<file path="src/rtl/ccd_line_seq.sv">
module ccd_line_seq #(
  parameter int T_EDGE   = 30,
  parameter int T_STEP   = 1,
  parameter int READ_PIX = 16,
  parameter int LINES    = 2
) (
  input  logic clk,
  input  logic rst,
  input  logic trig_in,
  input  logic integ_done,
  input  logic bin_mode,
  output logic v1,
  output logic v2,
  output logic h1,
  output logic h2,
  output logic h_en
);
  localparam int MAXC = (T_EDGE > READ_PIX) ? ((T_EDGE > T_STEP) ? T_EDGE : T_STEP)
                                            : ((READ_PIX > T_STEP) ? READ_PIX : T_STEP);
  localparam int CW = $clog2(MAXC + 1);
  localparam int LW = (LINES > 1) ? $clog2(LINES) : 1;
  localparam logic [3:0] LAST_STEP = 4'd8;

  typedef enum logic [1:0] {HOLD, INTEG, XFER, READ} st_t;

  st_t          st;
  logic [CW-1:0] cnt;
  logic [3:0]    step;
  logic [LW-1:0] line;
  logic          hph, hdiv;
  logic [2:0]    tsy;

  wire trig_rise = tsy[1] & ~tsy[2];
  wire [CW-1:0] step_last = step[0] ? CW'(T_EDGE - 1) : CW'(T_STEP - 1);
  wire h_adv = !bin_mode || hdiv;

  assign h_en = (st == INTEG) || (st == READ);
  assign h1   = h_en & hph;
  assign h2   = h_en & ~hph;
  assign v1   = (st == XFER) && (step == 4'd1 || step == 4'd7);
  assign v2   = (st == XFER) && (step == 4'd3 || step == 4'd5);

  always_ff @(posedge clk) begin
    if (rst) begin
      tsy  <= '0;
      st   <= HOLD;
      cnt  <= '0;
      step <= '0;
      line <= '0;
      hph  <= 1'b0;
      hdiv <= 1'b0;
    end else begin
      tsy <= {tsy[1:0], trig_in};
      case (st)
        HOLD: if (trig_rise) begin
          st  <= INTEG;
          hph <= 1'b0;
        end
        INTEG: begin
          hph <= ~hph;
          if (integ_done) begin
            st   <= XFER;
            step <= '0;
            cnt  <= '0;
            line <= '0;
          end
        end
        XFER: begin
          if (cnt == step_last) begin
            cnt <= '0;
            if (step == LAST_STEP) begin
              st   <= READ;
              hph  <= 1'b0;
              hdiv <= 1'b0;
            end else begin
              step <= step + 4'd1;
            end
          end else begin
            cnt <= cnt + 1'b1;
          end
        end
        READ: begin
          hdiv <= ~hdiv;
          if (h_adv) hph <= ~hph;
          if (cnt == CW'(READ_PIX - 1)) begin
            cnt <= '0;
            if (line == LW'(LINES - 1)) begin
              st <= HOLD;
            end else begin
              line <= line + 1'b1;
              st   <= XFER;
              step <= '0;
            end
          end else begin
            cnt <= cnt + 1'b1;
          end
        end
        default: st <= HOLD;
      endcase
    end
  end


  reset_hold_chk: assert property (@(posedge clk) $past(rst) |-> (st == HOLD && !v1 && !v2 && !h_en));


  phase_overlap_chk: assert property (@(posedge clk) disable iff (rst) !(v1 && v2));


  integ_toggle_chk: assert property (@(posedge clk) disable iff (rst)
    (st == INTEG) |=> (st != INTEG || h1 != $past(h1)));


  integ_exit_chk: assert property (@(posedge clk) disable iff (rst)
    (st == INTEG && integ_done) |=> (st == XFER && !h_en));


  hold_stay_chk: assert property (@(posedge clk) disable iff (rst)
    (st == HOLD && !trig_rise) |=> (st == HOLD));


  read_full_rate_chk: assert property (@(posedge clk) disable iff (rst)
    (st == READ && !bin_mode) |=> (st != READ || h1 != $past(h1)));
endmodule

</file>
<file path="config.mk">
export PLATFORM = sky130hd
export DESIGN_NAME = ccd_line_seq
export DESIGN_NICKNAME = d
export VERILOG_FILES = /design/src/rtl/ccd_line_seq.sv
export SDC_FILE = /design/constraint.sdc
export NUM_CORES = 1
export LEC_CHECK = 0
export BUFFER_PORTS_ARGS = -buffer_cell sky130_fd_sc_hd__buf_2
export CAP_MARGIN = 20
export CORE_MARGIN = 4
export CORE_UTILIZATION = 50
export CTS_BUF_LIST = sky130_fd_sc_hd__clkbuf_2 sky130_fd_sc_hd__clkbuf_4 sky130_fd_sc_hd__clkbuf_8
export DETAILED_ROUTE_END_ITERATION = 10
export PLACE_DENSITY_LB_ADDON = 0.12
export SKIP_CTS_REPAIR_TIMING = 1
export SLEW_MARGIN = 20
export SYNTH_ARGS = -nofsm -noshare
export SYNTH_HDL_FRONTEND = slang
export SYNTH_SLANG_ARGS = --single-unit
</file>
<file path="constraint.sdc">
create_clock -name clk -period 3.7 [get_ports clk]
set_input_delay 0.74 -clock clk [delete_from_list [all_inputs] [get_ports clk]]
set_output_delay 0.74 -clock clk [all_outputs]
set_load 0.02 [all_outputs]
</file>
## After elaboration in Yosys (flattened, before gate mapping)

Cells that the tools add are included.

| storage, ports and cells | value |
|---|---|
| bits in registers | 17 |
| output and inout port bits | 5 |
| logic and storage cells | 79 |

| cells by class | value |
|---|---|
| add/subtract/negate cells | 3 |
| eq/ne operators | 18 |
| multiplexer cells | 28 |
| bitwise gates (word level) | 6 |
| reductions and logical operators | 17 |

Operator list:

| kind | number |
|---|---|
| 4-bit two-way mux | 5 |
| 5-bit two-way mux | 4 |
| 5-bit case mux with 3 select lines | 1 |
| 2-bit two-way mux | 6 |
| 4-bit case mux with 3 select lines | 1 |
| 2-bit inequality test, second input constant | 5 |
| 4-bit by 3-bit equality test with 1-bit output, second input constant | 2 |
| 2-bit case mux with 4 select lines | 1 |
| 1-bit two-way mux | 7 |
| 2-bit by 1-bit inequality test with 1-bit output, second input constant | 3 |
| 3-bit AND reduction | 2 |
| 6-bit AND reduction | 1 |
| 5-bit by 1-bit adder with 5-bit output, second input constant | 1 |
| 5-bit by 4-bit equality test with 1-bit output, second input constant | 1 |
| 5-bit equality test | 1 |
| 5-bit AND reduction | 1 |
| 4-bit by 1-bit adder with 4-bit output, second input constant | 1 |
| 2-bit equality test, second input constant | 2 |
| 4-bit by 1-bit equality test with 1-bit output, second input constant | 1 |
| 4-bit by 2-bit equality test with 1-bit output, second input constant | 1 |
| 4-bit equality test, second input constant | 1 |
| 1-bit logical OR | 4 |
| 1-bit case mux with 2 select lines | 2 |
| 1-bit case mux with 4 select lines | 1 |
| other kinds (11) | 17 |

## Depth between registers and ports, before layout

| depth | value |
|---|---|
| word-level depth | 4 |
| gate-level depth with buffers | 6 |
| gate-level depth less buffers | 6 |

## Worst setup path after synthesis

OpenSTA, ideal clock, no wires.

| timing | value |
|---|---|
| path type | register -> output |
| from | register st[0] |
| to | output v1 |
| arrival time | 1.147 ns |
| required time | 2.960 ns |
| slack | 1.813 ns |
| cell stages (with the launch flop) | 3 |
| path buffers | 0 |
| path through | dfxtp_1 > nand2b_1 > nor3_1 |

| on the way | value |
|---|---|
| cells in the longest elaborated chain, start to end | 2 |

Ends and longest elaborated chain:

| what | RTL line | source |
|---|---|---|
| start: declaration | 26 | `st_t st;` |
| start signal: assignment | 46 | `st <= HOLD;` |
| start signal: assignment | 56 | `st <= INTEG;` |
| start signal: assignment | 62 | `st <= XFER;` |
| 2-bit equality test | 40 | `assign v1 = (st == XFER) && (step == 4'd1 \|\| step == 4'd7);` |
| 1-bit logical AND | 40 |  |
| end: declaration | 12 | `output logic v1,` |

Every way passes these cells.

## Worst setup path after layout

| timing | value |
|---|---|
| from | register st[1] |
| to | output v1 |

Same word-level chain as after synthesis.

==> results.toml <==
[clocking]
clock-sinks = 17
worst_setup_hold_path_clk_slew_ps = 110
cts_root_buffer = "sky130_fd_sc_hd__clkbuf_4"
cts_h_tree_depth = 1
clock_latency_at_the_later_pin_of_the_worst_skew_pair_ps = 310
clock_tree.buffer_depth = 2
clock_tree_from_tritoncts = "yes"
cts_made_buffers = 3

[routing]
routed_wire_length_per_instance_um = 13.7
post_route_antenna_net_violation_count = 0
drcViolationCount = 0
wirelength_um = 2080
routed_via_density = 5.87
detail_route.first_pass.iterations = 4
vias = 892
drt_first_iter_violations = 53

[timing]
final.setup_skew_ps = 9.90
timing.hold.ws_ps = 448
slew-limit-headroom = 0.564
least_margin_pin_slew_ps = 654
final_max_slew_viol_count = 0
fin_crit_ps = 2360
max_freq_mhz = 423
total_negative_slack_ps = 0
grt_setup_unrepaired = "no"
final_hold_viol_count = 0
setup_viol = 0
fin_crit_share = 0.638

[worst_setup_path]
rr_worst_depth = 5
r2r_end = "st[0]$_SDFFE_PP0P_"
crit_path_largest_cell_delay_ps = 580
crit_arrival_ps = 1620
crit_path_max_fanout = 14
data_required_time_of_the_critical_path_ps = 2960
path_class = "reg2out"
start_kind = "register"
setup.reg_to_reg.worst_slack_ps = 1700
endpoint_kind = "output pin"
setup.worst_path.start = "st[1]$_SDFFE_PP0P_"
timing.rr.start = "cnt[1]$_SDFFE_PP0P_"
path_cells = "nand2b_1 -> nor3_1 -> buf_2"
crit_path_top_delay_cell = "sky130_fd_sc_hd__dfxtp_1"

[yosys]
postSynthRegisterBits = 17
synth-main-ff-cell = "sky130_fd_sc_hd__dfxtp_1"
synth.avg_cell_area_um2 = 8.46
yosysSeqAreaShare = 0.335
synth_fp_nets = 130
synthesis.instances = 120
yosysTopAreaCellShare = 0.335
synth_most_common_cell = "sky130_fd_sc_hd__dfxtp_1"
synth_top_area_cell = "sky130_fd_sc_hd__dfxtp_1"
synth_warnings = 0
synth_enable_flop_cells = 0
ys_types = 39
synth_commonest_cells = "sky130_fd_sc_hd__dfxtp_1, sky130_fd_sc_hd__nand2_1, sky130_fd_sc_hd__a21oi_1"
netlist_top_cells_area = "sky130_fd_sc_hd__dfxtp_1, sky130_fd_sc_hd__ha_1, sky130_fd_sc_hd__mux2i_1"
synth_area_um2 = 1010
synth-async-reset-ratio = 0

[floorplanning]
placementRows = 16
fp.dieW_um = 53.1
floorplan.core_area_um2 = 1940
die_area_um2 = 2810
io_pins = 10
fp.dieH_um = 53.1
start_util = 0.523

[final_layout]
number_of_filler_cells_placed_in_the_layout = 188
multi_input_combinational_cell_area_um2 = 614
layout.cell_area.non_filler_um2 = 1080
ant_diodes = 0
layout.core_utilization = 0.558
syn_to_final_growth_pct = 6.78
final_layout_size_suffix_gt1_frac = 0.136
ff_latch_area_um2 = 340
final_net_count = 136

[grt]
globalRouteTotalUtil = 0.178
grt_first_pass_wirelength_um = 3680
grt_pass1_vias = 814
antenna_violations_before_repair = 0
globalRoute.totalOverflow = 0
grt_start_max_net_pins = 18

[placement]
buffer_ports.inserted = 9
finalWeightedCongestion = 0.848
placed_area_um2 = 1060
dp_hpwl_um = 1490

[job]
max-cap-violations = 0

[pwr]
power.ir.vdd_worst_mv = 0.226
cellLeakagePower_nw = 0.396
finalPower_w = 0.000340
cellPowerDensity_nw_per_um2 = 314

[hold_path]
hold_start = "tsy[0]$_SDFF_PP0_"
hp-class = "reg2reg"
hold_depth = 1
hold-path-endpoint = "tsy[1]$_SDFF_PP0_"

[outcome]
status = "finished clean"
## worst max path at each step
stage	end	slack, ps	cells after the start
2_1_floorplan	v1	1810	2
3_3_place_gp	v2	1750	3
3_5_place_dp	v1	1700	3
4_1_cts	v1	1360	3
5_1_grt	v1	1200	3
6_report	v1	1340	3
## critical path, delay by kind of cell (launching register included)
kind	cells	cell delay [ps]
flip-flops	1	580
buffers and inverters	1	200
AND/OR/NAND/NOR	2	540
## stage by stage
step | setup slack (ps) | cells
after floorplan | 1810 | 120
after global placement | 1750 | 148
after detailed placement | 1700 | 148
after CTS | 1360 | 152
after global routing | 1200 | 152
final | 1340 | 152
## report_power, final
| group | leakage [nW] | internal (W) | switching (W) |
|---|---|---|---|
| registers | 0.138 | 0.000188 | 0.00000779 |
| clock network | 0.0177 | 0.0000404 | 0.0000638 |
| logic | 0.240 | 0.0000153 | 0.0000241 |
| total | 0.396 | 0.000244 | 0.0000957 |
## cells in the final DEF (no fill, tap or decap), drive strengths merged
cell and n:
nand3b 1, a31oi 1, and4b 1, o311ai 3, nor2 5, a311oi 1, a32oi 1, xnor2 1
a211oi 1, nor4 2, nand2b 2, o2111ai 1, inv 6, a2111oi 1, o22a 2, nor4bb 1
nor2b 5, o211ai 1, and3b 1, dfxtp 17, nand3 6, or2 1, or4 1, clkbuf 3
o31ai 1, or4b 1, clkinv 1, nor4b 2, nor3 5, ha 5, mux2i 6, a221oi 1
nand2 13, buf 9, o21ai 5, and2 2, a21oi 9
## registers in the layout (all words and copies together), names as in the netlist
| register | count |
|---|---|
| hdiv | 1 |
| tsy | 3 |
| cnt | 5 |
| line | 1 |
| hph | 1 |
| step | 4 |
| st | 2 |
## cell families after synthesis
family / Yosys count / synth area share
multiplexers: 6 / 0.0592
adder cells (fa/ha/maj): 5 / 0.0617
flip-flops: 17 / 0.335
AND/OR/NAND/NOR: 49 / 0.292
AO/OA/AOI/OAI: 28 / 0.184
XOR/XNOR: 1 / 0.00863
buffers and inverters: 14 / 0.0592
## routing by layer
layer | vias to the layer above | wire length (um) | track usage
met5 | - | 0 | 0
met1 | 412 | 999 | 0.240
li1 | 447 | - | -
met2 | 28 | 921 | 0.267
met4 | 0 | 37 | 0.0809
met3 | 5 | 120 | 0.0394
## layout make-up
cell class | count | share of cell area
clock buffer | 3 | 0.0208
clock inverter | 1 | 0.00462
inverter | 6 | 0.0208
multi-input combinational | 89 | 0.567
sequential | 17 | 0.314
tap | 27 | 0.0312
timing repair buffer | 9 | 0.0416
Power figures use the tool's default switching activity.
